<file path="config.mk">
export PLATFORM = sky130hd
export DESIGN_NAME = win_bridge_xlat
export DESIGN_NICKNAME = d
export VERILOG_FILES = /design/src/rtl/win_xlat_pkg.sv /design/src/rtl/win_xlat_ctrl.sv /design/src/rtl/win_xlat_dp.sv /design/src/rtl/win_bridge_xlat.sv
export SDC_FILE = /design/constraint.sdc
export NUM_CORES = 2
export LEC_CHECK = 0
export BUFFER_PORTS_ARGS = -buffer_cell sky130_fd_sc_hd__buf_2
export CAP_MARGIN = 20
export CORE_MARGIN = 4
export CORE_UTILIZATION = 59
export CTS_BUF_LIST = sky130_fd_sc_hd__clkbuf_4
export DETAILED_ROUTE_END_ITERATION = 10
export PLACE_DENSITY = 0.86
export SETUP_SLACK_MARGIN = 0.3
export SLEW_MARGIN = 20
export SYNTH_ARGS = -nofsm -noshare
export SYNTH_HDL_FRONTEND = slang
export SYNTH_HIERARCHICAL = 1
export SYNTH_SLANG_ARGS = --single-unit
export TNS_END_PERCENT = 10
</file>
<file path="constraint.sdc">
create_clock -name clk -period 14.8 [get_ports clk]
set_clock_uncertainty 0.05 [all_clocks]
set_input_delay 2.96 -clock clk [delete_from_list [all_inputs] [get_ports clk]]
set_output_delay 2.96 -clock clk [all_outputs]
set_load 0.05 [all_outputs]
</file>
<file path="src/rtl/win_xlat_pkg.sv">
package win_xlat_pkg;
  localparam int NUM_SPACE = 4;
  localparam int SPACE_W   = 2;
  localparam int IDX_W     = 3;

  typedef enum logic [SPACE_W-1:0] {
    SP_MEM     = 2'd0,
    SP_IO      = 2'd1,
    SP_CFG     = 2'd2,
    SP_SPECIAL = 2'd3
  } spaceT;

  typedef struct packed {
    logic               winWr;
    logic [SPACE_W-1:0] winSel;
    logic               upAccept;
  } ctlStrobeT;
endpackage

</file>
<file path="src/rtl/win_xlat_ctrl.sv">
module win_xlat_ctrl
  import win_xlat_pkg::*;
(
  input  logic                 clk,
  input  logic                 rstN,
  input  logic                 cfgValid,
  input  logic [IDX_W-1:0]     cfgIdx,
  input  logic                 upValid,
  input  logic [SPACE_W-1:0]   upSpace,
  input  logic [NUM_SPACE-1:0] occupied,
  input  logic                 selfHit,
  output ctlStrobeT            strb,
  output logic                 errDup,
  output logic                 errSpace,
  output logic                 errDmaSpace,
  output logic                 errSelfDma
);
  localparam logic [IDX_W-1:0] IDX_LIMIT = IDX_W'(NUM_SPACE);

  logic idxOk, dupHit, memReq;

  always_comb begin
    idxOk         = cfgIdx < IDX_LIMIT;
    dupHit        = idxOk && occupied[cfgIdx[SPACE_W-1:0]];
    memReq        = upSpace == SP_MEM;
    strb.winWr    = cfgValid && idxOk && !dupHit;
    strb.winSel   = cfgIdx[SPACE_W-1:0];
    strb.upAccept = upValid && memReq && !selfHit;
  end

  always_ff @(posedge clk) begin
    if (!rstN) begin
      errDup      <= 1'b0;
      errSpace    <= 1'b0;
      errDmaSpace <= 1'b0;
      errSelfDma  <= 1'b0;
    end else begin
      errDup      <= cfgValid && dupHit;
      errSpace    <= cfgValid && !idxOk;
      errDmaSpace <= upValid && !memReq;
      errSelfDma  <= upValid && memReq && selfHit;
    end
  end

  // a write onto a configured window is flagged next cycle
  a_r3_dup_flag: assert property (@(posedge clk) disable iff (!rstN)
    cfgValid && cfgIdx < IDX_LIMIT && occupied[cfgIdx[SPACE_W-1:0]] |=> errDup);

  // an out-of-range index is flagged next cycle
  a_r4_space_flag: assert property (@(posedge clk) disable iff (!rstN)
    cfgValid && cfgIdx >= IDX_LIMIT |=> errSpace && !errDup);

  // a non-memory DMA is flagged next cycle
  a_r9_dma_space: assert property (@(posedge clk) disable iff (!rstN)
    upValid && upSpace != SP_MEM |=> errDmaSpace && !errSelfDma);
endmodule

</file>
<file path="src/rtl/win_xlat_dp.sv">
module win_xlat_dp
  import win_xlat_pkg::*;
#(
  parameter int ADDR_W = 32,
  parameter int CNT_W  = 16,
  parameter int TAG_W  = 4
) (
  input  logic                 clk,
  input  logic                 rstN,
  input  ctlStrobeT            strb,
  input  logic [ADDR_W-1:0]    cfgParentBase,
  input  logic [ADDR_W-1:0]    cfgChildBase,
  input  logic [ADDR_W-1:0]    cfgSize,
  input  logic [TAG_W-1:0]     cfgTag,
  input  logic                 dnValid,
  input  logic [ADDR_W-1:0]    dnAddr,
  input  logic [CNT_W-1:0]     dnCount,
  input  logic [ADDR_W-1:0]    upAddr,
  input  logic [CNT_W-1:0]     upCount,
  output logic [NUM_SPACE-1:0] occupied,
  output logic                 selfHit,
  output logic                 dnClaim,
  output logic [SPACE_W-1:0]   dnSpace,
  output logic [ADDR_W-1:0]    dnChildAddr,
  output logic [CNT_W-1:0]     dnBytes,
  output logic                 upFwd,
  output logic [ADDR_W-1:0]    upParentAddr,
  output logic [TAG_W-1:0]     upParentTag
);
  localparam int SUM_W = ADDR_W + 1;

  logic [ADDR_W-1:0] pBase [NUM_SPACE];
  logic [ADDR_W-1:0] cBase [NUM_SPACE];
  logic [ADDR_W-1:0] wSize [NUM_SPACE];
  logic [TAG_W-1:0]  pTag  [NUM_SPACE];

  logic [NUM_SPACE-1:0] hit;
  logic [SUM_W-1:0]     dnStart, dnEnd, upStart, upEnd, memLo, memHi;
  logic                 found;
  logic [SPACE_W-1:0]   selIdx;
  logic [ADDR_W-1:0]    childCalc;

  always_ff @(posedge clk) begin
    if (!rstN) begin
      for (int i = 0; i < NUM_SPACE; i++) begin
        pBase[i] <= '0;
        cBase[i] <= '0;
        wSize[i] <= '0;
        pTag[i]  <= '0;
      end
    end else if (strb.winWr) begin
      pBase[strb.winSel] <= cfgParentBase;
      cBase[strb.winSel] <= cfgChildBase;
      wSize[strb.winSel] <= cfgSize;
      pTag[strb.winSel]  <= cfgTag;
    end
  end

  assign dnStart = {1'b0, dnAddr};
  assign dnEnd   = dnStart + SUM_W'(dnCount);

  for (genvar g = 0; g < NUM_SPACE; g++) begin : gWin
    logic [SUM_W-1:0] winLo, winHi;
    assign winLo       = {1'b0, pBase[g]};
    assign winHi       = winLo + {1'b0, wSize[g]};
    assign occupied[g] = wSize[g] != '0;
    assign hit[g]      = occupied[g] && dnStart >= winLo && dnEnd <= winHi;

    // a window changes only on an accepted write aimed at it
    a_r3_hold_win: assert property (@(posedge clk) disable iff (!rstN)
      !(strb.winWr && strb.winSel == SPACE_W'(g)) |=>
        $stable(wSize[g]) && $stable(pBase[g]) && $stable(cBase[g]));
  end

  always_comb begin
    found  = 1'b0;
    selIdx = '0;
    for (int i = NUM_SPACE - 1; i >= 0; i--) begin
      if (hit[i]) begin
        found  = 1'b1;
        selIdx = SPACE_W'(i);
      end
    end
    childCalc = dnAddr - pBase[selIdx] + cBase[selIdx];
  end

  assign upStart = {1'b0, upAddr};
  assign upEnd   = upStart + SUM_W'(upCount);
  assign memLo   = {1'b0, cBase[SP_MEM]};
  assign memHi   = memLo + {1'b0, wSize[SP_MEM]};
  assign selfHit = occupied[SP_MEM] &&
                   ((upStart >= memLo && upStart <= memHi) ||
                    (upEnd >= memLo && upEnd <= memHi));

  always_ff @(posedge clk) begin
    if (!rstN) begin
      dnClaim      <= 1'b0;
      dnSpace      <= '0;
      dnChildAddr  <= '0;
      dnBytes      <= '0;
      upFwd        <= 1'b0;
      upParentAddr <= '0;
      upParentTag  <= '0;
    end else begin
      dnClaim      <= dnValid && found;
      dnSpace      <= (dnValid && found) ? selIdx : '0;
      dnChildAddr  <= (dnValid && found) ? childCalc : '0;
      dnBytes      <= (dnValid && found) ? dnCount : '0;
      upFwd        <= strb.upAccept;
      upParentAddr <= strb.upAccept ? upAddr : '0;
      upParentTag  <= strb.upAccept ? pTag[SP_MEM] : '0;
    end
  end

  // an unclaimed access reports nothing
  a_r8_unclaimed_zero: assert property (@(posedge clk) disable iff (!rstN)
    !dnClaim |-> dnBytes == '0 && dnChildAddr == '0 && dnSpace == '0);

  // no request, no claim on the next cycle
  a_r12_idle_dn: assert property (@(posedge clk) disable iff (!rstN)
    !dnValid |=> !dnClaim);
endmodule

</file>
<file path="src/rtl/win_bridge_xlat.sv">
module win_bridge_xlat
  import win_xlat_pkg::*;
#(
  parameter int ADDR_W = 32,
  parameter int CNT_W  = 16,
  parameter int TAG_W  = 4
) (
  input  logic              clk,
  input  logic              rstN,
  input  logic              cfgValid,
  input  logic [2:0]        cfgIdx,
  input  logic [ADDR_W-1:0] cfgParentBase,
  input  logic [ADDR_W-1:0] cfgChildBase,
  input  logic [ADDR_W-1:0] cfgSize,
  input  logic [TAG_W-1:0]  cfgTag,
  input  logic              dnValid,
  input  logic [ADDR_W-1:0] dnAddr,
  input  logic [CNT_W-1:0]  dnCount,
  output logic              dnClaim,
  output logic [1:0]        dnSpace,
  output logic [ADDR_W-1:0] dnChildAddr,
  output logic [CNT_W-1:0]  dnBytes,
  input  logic              upValid,
  input  logic [1:0]        upSpace,
  input  logic [ADDR_W-1:0] upAddr,
  input  logic [CNT_W-1:0]  upCount,
  output logic              upFwd,
  output logic [ADDR_W-1:0] upParentAddr,
  output logic [TAG_W-1:0]  upParentTag,
  output logic              errDup,
  output logic              errSpace,
  output logic              errDmaSpace,
  output logic              errSelfDma
);
  ctlStrobeT            strb;
  logic [NUM_SPACE-1:0] occupied;
  logic                 selfHit;

  win_xlat_ctrl uCtrl (
    .clk(clk), .rstN(rstN), .cfgValid(cfgValid), .cfgIdx(cfgIdx),
    .upValid(upValid), .upSpace(upSpace), .occupied(occupied),
    .selfHit(selfHit), .strb(strb), .errDup(errDup), .errSpace(errSpace),
    .errDmaSpace(errDmaSpace), .errSelfDma(errSelfDma)
  );

  win_xlat_dp #(.ADDR_W(ADDR_W), .CNT_W(CNT_W), .TAG_W(TAG_W)) uDp (
    .clk(clk), .rstN(rstN), .strb(strb), .cfgParentBase(cfgParentBase),
    .cfgChildBase(cfgChildBase), .cfgSize(cfgSize), .cfgTag(cfgTag),
    .dnValid(dnValid), .dnAddr(dnAddr), .dnCount(dnCount),
    .upAddr(upAddr), .upCount(upCount), .occupied(occupied),
    .selfHit(selfHit), .dnClaim(dnClaim), .dnSpace(dnSpace),
    .dnChildAddr(dnChildAddr), .dnBytes(dnBytes), .upFwd(upFwd),
    .upParentAddr(upParentAddr), .upParentTag(upParentTag)
  );

  // a forwarded DMA never coincides with a refusal
  a_r11_fwd_excl: assert property (@(posedge clk) disable iff (!rstN)
    upFwd |-> !errDmaSpace && !errSelfDma);

  // a self-targeted refusal carries no forwarded address
  a_r10_self_quiet: assert property (@(posedge clk) disable iff (!rstN)
    errSelfDma |-> !upFwd && upParentAddr == '0);
endmodule

</file>
# [Word level (Yosys, flattened, before mapping)]
# Memories as Yosys holds them, arrays and structs flattened. A register that Yosys moved wholly into a read port is not among the register bits.
# Cells that the tools add are included.
[totals] register_bits=88 ram_bits=400 in_bits=206 out_inout_bits=92 elab_cells=101 n_memories=4
[mem_list] memory="uDp.cBase" depth=4 width=32 read_ports=2 rd_ports_with_merged_regs=0 wr=4 line="win_xlat_dp.sv:33" rtl="logic [ADDR_W-1:0] cBase [NUM_SPACE];"
[mem_list] memory="uDp.pBase" depth=4 width=32 read_ports=5 rd_ports_with_merged_regs=0 wr=4 line="win_xlat_dp.sv:32" rtl="logic [ADDR_W-1:0] pBase [NUM_SPACE];"
[mem_list] memory="uDp.wSize" depth=4 width=32 read_ports=4 rd_ports_with_merged_regs=0 wr=4 line="win_xlat_dp.sv:34" rtl="logic [ADDR_W-1:0] wSize [NUM_SPACE];"
[mem_list] memory="uDp.pTag" depth=4 width=4 read_ports=1 rd_ports_with_merged_regs=1 wr=4 line="win_xlat_dp.sv:35" rtl="logic [TAG_W-1:0] pTag [NUM_SPACE];"
[op_classes] add_sub_neg=9 order_cmp=14 n_mux=26 n_reduce_logical=38
[op_table] operator="adder 32 x 32 -> 33 bit" count=5
[op_table] operator="<= comparator 33 bit" count=5
[op_table] operator="greater-or-equal comparator 32 bit" count=5
[op_table] operator="nonzero test 32 bit" count=4
[op_table] operator="two-way mux 32 bit" count=3
[op_table] operator="OR reduction 32 bit" count=3
[op_table] operator="adder 32 x 16 -> 33 bit" count=2
[op_table] operator="greater-or-equal comparator 33 x 32 -> 1 bit" count=1
[op_table] operator="<= comparator 32 x 33 -> 1 bit" count=1
[op_table] operator="adder 32 bit" count=1
[op_table] operator="subtractor 32 bit" count=1
[op_table] operator="logical AND 1 bit" count=21
[op_table] operator="two-way mux 2 bit" count=8
[op_table] operator="two-way mux 1 bit" count=13
[op_table] operator="zero test 1 bit" count=5
[op_table] operator="two-way mux 4 bit" count=1
[op_table] operator="AND reduction 2 bit" count=2
[op_table] operator="OR reduction 4 bit" count=1
[op_table] operator="less-than comparator 2 x 3 -> 1 bit, second input constant" count=1
[op_table] operator="less-than comparator 3 bit, second input constant" count=1
[op_table] operator="binary-select mux 1 bit (select 2 bit)" count=1
[op_table] operator="zero test 2 bit" count=1
[op_table] operator="logical OR 1 bit" count=1

# [Longest topological paths before layout]
# An unclocked memory read counts as a cell.
[logic_depth] ltp_word=12 mapped_depth=56 ltp_nobuf=55

# [Hierarchy]
# The synthesis kept the hierarchy.
[modules_own_cells] module="win_xlat_dp" instances=1 cells_per_inst=3942 area_each_um2=38563.2 seq_area_each_um2=13412.9
[modules_own_cells] module="win_xlat_ctrl" instances=1 cells_per_inst=14 area_each_um2=175.2 seq_area_each_um2=80.1

# [Worst setup path before layout]
# No wires, ideal clock.
[synth_timing] path_type="input to register" start="input dnAddr[1]" end="register uDp.dnChildAddr[30]" setup_ps=128 t_arrival_ps=12089 required_ps=14622 setup_slack_ps=2533 path_stages=55 n_path_buf=2 cell_sequence="ha_1 > a21o_1 > a21oi_1 > o21bai_1 > a21oi_1 > o21bai_1 > a21oi_1 > o21bai_1 > a21oi_1 > o21bai_1 > a21oi_1 > nor2b_1 > nor2_1 > o21ba_2 > o21bai_1 > a21oi_1 > xnor2_1 > ha_1 > (+19 left out) > ha_1 > a21oi_1 > o21ai_0 > a21boi_0 > o21bai_1 > a21o_1 > a21o_1 > a21oi_1 > o21a_1 > o41a_1 > o21bai_1 > nand2_1 > a211o_1 > o21ai_0 > nor2_1 > a311oi_1 > xor2_1 > nor2_1"
[synth_via] elab_chain_cells=10 elab_cells_between_ends=31 cone_classes="3 x add/sub; 8 x order compare; 8 x mux; 10 x reduce/logical; 2 x memory"
[synth_lines] element="from (decl)" line="win_bridge_xlat.sv:17" rtl="input logic [ADDR_W-1:0] dnAddr,"
[synth_lines] element="adder 32 x 16 -> 33 bit or greater-or-equal comparator 32 bit (tied branches)" line="win_xlat_dp.sv:60, win_xlat_dp.sv:67"
[synth_lines] element="<= comparator 33 bit or logical AND 1 bit (tied branches)" line="win_xlat_dp.sv:67" rtl="assign hit[g] = occupied[g] && dnStart >= winLo && dnEnd <= winHi;"
[synth_lines] element="logical AND 1 bit" line="win_xlat_dp.sv:67"
[synth_lines] element="two-way mux 2 bit (4 in a row)" line="win_xlat_dp.sv:79" rtl="if (hit[i]) begin"
[synth_lines] element="memory (4 x 32 bit)"
[synth_lines] element="subtractor 32 bit" line="win_xlat_dp.sv:84" rtl="childCalc = dnAddr - pBase[selIdx] + cBase[selIdx];"
[synth_lines] element="adder 32 bit" line="win_xlat_dp.sv:84"
[synth_lines] element="to (signal assigned)" line="win_xlat_dp.sv:107" rtl="dnChildAddr <= (dnValid && found) ? childCalc : '0;"
[synth_lines] element="to (decl)" line="win_xlat_dp.sv:24" rtl="output logic [ADDR_W-1:0] dnChildAddr,"
# Parallel ways exist; a longest one is shown, timed or not.
# A chain may end at the register's enable or synchronous reset.

# [Final worst setup path]
# Same ends and word-level chain as after synthesis.

==> results.json <==
{
  "synth_top_cell_by_area": "edfxtp_1",
  "path_class": "in2reg",
  "setup_tns_ps": 0,
  "vias": 32945,
  "synthesis.area_sq_um": 38700,
  "ant_nets": 0,
  "io-pin-count": 298,
  "dpl.hpwl_microns": 99000,
  "gp_congestion": 1.05,
  "synthTopCellsByCount": "ha_1 (607), edfxtp_1 (388), and2_1 (316)",
  "synth.distinct_cells": 92,
  "overflow": 0,
  "ys_seq_area_frac": 0.348,
  "period_minus_slack_ps": 13280,
  "synth_most_common_cell": "ha_1",
  "synth-edff-count": 388,
  "critPathLaunchType": "input pin",
  "crit_path_frequent_cell": "a21oi_1",
  "critPathMaxFanout": 33,
  "leakage_nw": 19.9,
  "multi_input_area_sq_um": 23900,
  "syn_avg_cell_area_sq_um": 9.79,
  "drt_iter0_drc": 3595,
  "cellPowerDensity_nw_per_um2": 112,
  "antenna_found_initial": 22,
  "place_area_sq_um": 41100,
  "root_buffer": "clkbuf_4",
  "cp.required_ps": 15580,
  "cts_setup_buffers": 0,
  "drc": 0,
  "cts-hold-fix-buffers": 0,
  "core_area_sq_um": 64700,
  "synth_top_cell_area_share": 0.301,
  "synth_area_leaders": "edfxtp_1 (30%), ha_1 (20%), and2_1 (5.1%), dfxtp_1 (4.8%), a21oi_1 (3.7%)",
  "timing.final.crit_share": 0.897,
  "preCtsSetupSlack_ps": 736,
  "cts_tree": "done",
  "synthArstFlopShare": 0,
  "grt_pass1_vias": 32012,
  "ys.flop_type": "edfxtp_1",
  "clk_path_buf_depth": 3,
  "setup_slack_ps": 1520,
  "die_h_microns": 264,
  "htree_levels": 4,
  "clk_latency_ps": 1000,
  "hold_violations": 0,
  "grt_pass1_wl_microns": 186000,
  "port-buffer-count": 297,
  "hold_path_class": "reg2reg",
  "clock-sinks": 480,
  "status": "finished, final reports clean",
  "areaGrowthSynthToFinish_pct": 10.8,
  "finalSetupViolations": 0,
  "start_util": 0.599,
  "firstDrtPassIters": 7,
  "drive_gt1_frac": 0.133,
  "cts_resized": 0,
  "vias_per_cell": 6.25,
  "worst_pin_slew_ps": 1070,
  "clock.fmax_mhz": 75.3,
  "nets": 5161,
  "total_power_mw": 4.82,
  "drv_cap": 0,
  "grt.total_usage": 0.347,
  "syn_inst": 3956,
  "fin_util": 0.663,
  "seqCellArea_sq_um": 13500,
  "rsz0062_at_grt": "no",
  "cts_inserted_buffers": 132,
  "clk_pin_slew_ps": 60,
  "wl_per_cell_microns": 23.7,
  "design_area_sq_um": 42900,
  "grt_max_degree": 97,
  "maxSlewViolCount": 0,
  "routed_wl_microns": 125000,
  "slew_headroom": 0.285,
  "end_kind": "flip-flop",
  "cp_data_arrival_time_ps": 14060,
  "synthesis.nets": 4807,
  "rows": 93,
  "fillers": 5181,
  "yosys_warnings": 6,
  "dieArea_sq_um": 69800,
  "synth_seq_cells": 480,
  "die_w_microns": 264,
  "critPathMaxStageDelay_ps": 480,
  "crit_slowest_cell": "fa_1",
  "vdd_drop_max_mv": 0.0687
}
layout make-up:
cell class | instances | area share
repair buffers | 324 | 0.0394
clock inverters | 41 | 0.00810
flip-flops and latches | 480 | 0.314
well taps | 855 | 0.0249
multi-input cells | 3104 | 0.556
inverters | 268 | 0.0235
diodes | 15 | 0.000875
clock buffers | 185 | 0.0324
critical path, delay by kind of cell:
family                   cells  cell delay, ps
AO/OA/AOI/OAI               33            6960
buffers and inverters        1             160
XOR/XNOR                     2             360
AND/OR/NAND/NOR             13            2140
adder cells (fa/ha/maj)      4            1460
state kept, by name (all words and copies together), names as in the netlist, 2 cells and up:
| register | count |
|---|---|
| uDp/cBase | 128 |
| uDp/dnBytes | 16 |
| uDp/dnChildAddr | 32 |
| uDp/dnSpace | 2 |
| uDp/pBase | 128 |
| uDp/pTag | 4 |
| uDp/upParentAddr | 32 |
| uDp/upParentTag | 4 |
| uDp/wSize | 128 |
per-layer routing:
metal	wire length, microns	global-route usage
met1	50300	0.471
met2	54200	0.528
met3	14800	0.0887
met4	5600	0.149
met5	71	0
worst paths after layout:
kind	startpoint	to	slack, ps	cells past startpoint
worst max-delay path	dnAddr[1]	uDp/dnChildAddr[30]	1520	53
worst min-delay path	uDp/pTag[0][0]	uDp/upParentTag[0]	430	1
worst max register to register	uDp/pBase[2][0]	uDp/dnChildAddr[30]	2810	51
worst min register to register	uDp/pTag[0][0]	uDp/upParentTag[0]	430	1
power breakdown:
part           switching (mW)  leakage (nW)  internal, mW
combinational            1.23          14.1         0.736
sequential             0.0538          4.75          1.52
clock                   0.578          1.02         0.697
total                    1.86          19.9          2.96
logic make-up (layout without fill, tap and decap cells):
kind of cell,Yosys count,in the layout,share of synthesized area
flip-flops,480,480,0.348
multiplexers,44,44,0.0120
AND/OR/NAND/NOR,1250,1250,0.180
AO/OA/AOI/OAI,944,944,0.156
other,0,15,0
buffers and inverters,372,818,0.0371
XOR/XNOR,219,219,0.0505
adder cells (fa/ha/maj),647,647,0.216
cell usage in the layout, fill, tap and decap left out, drive strengths merged, types with 53 or more instances in the layout:
| cell type | count |
|---|---|
| a211oi | 60 |
| a21o | 140 |
| a21oi | 289 |
| and2 | 316 |
| and3 | 153 |
| buf | 324 |
| clkbuf | 185 |
| dfxtp | 92 |
| edfxtp | 388 |
| ha | 607 |
| inv | 272 |
| nand2 | 161 |
| nand2b | 78 |
| nand4 | 90 |
| nor2 | 156 |
| nor2b | 100 |
| nor3 | 53 |
| o21ai | 213 |
| xnor2 | 137 |
| xor2 | 81 |
stage by stage:
| step | cells | hold WS, ps |
|---|---|---|
| 2_1_floorplan | 3956 | 408 |
| 3_3_place_gp | 5031 | 413 |
| 3_5_place_dp | 5031 | 416 |
| 4_1_cts | 5257 | 426 |
| 5_1_grt | 5265 | 433 |
| 6_report | 5272 | 426 |
No activity file was read; power rests on OpenSTA's default activity.
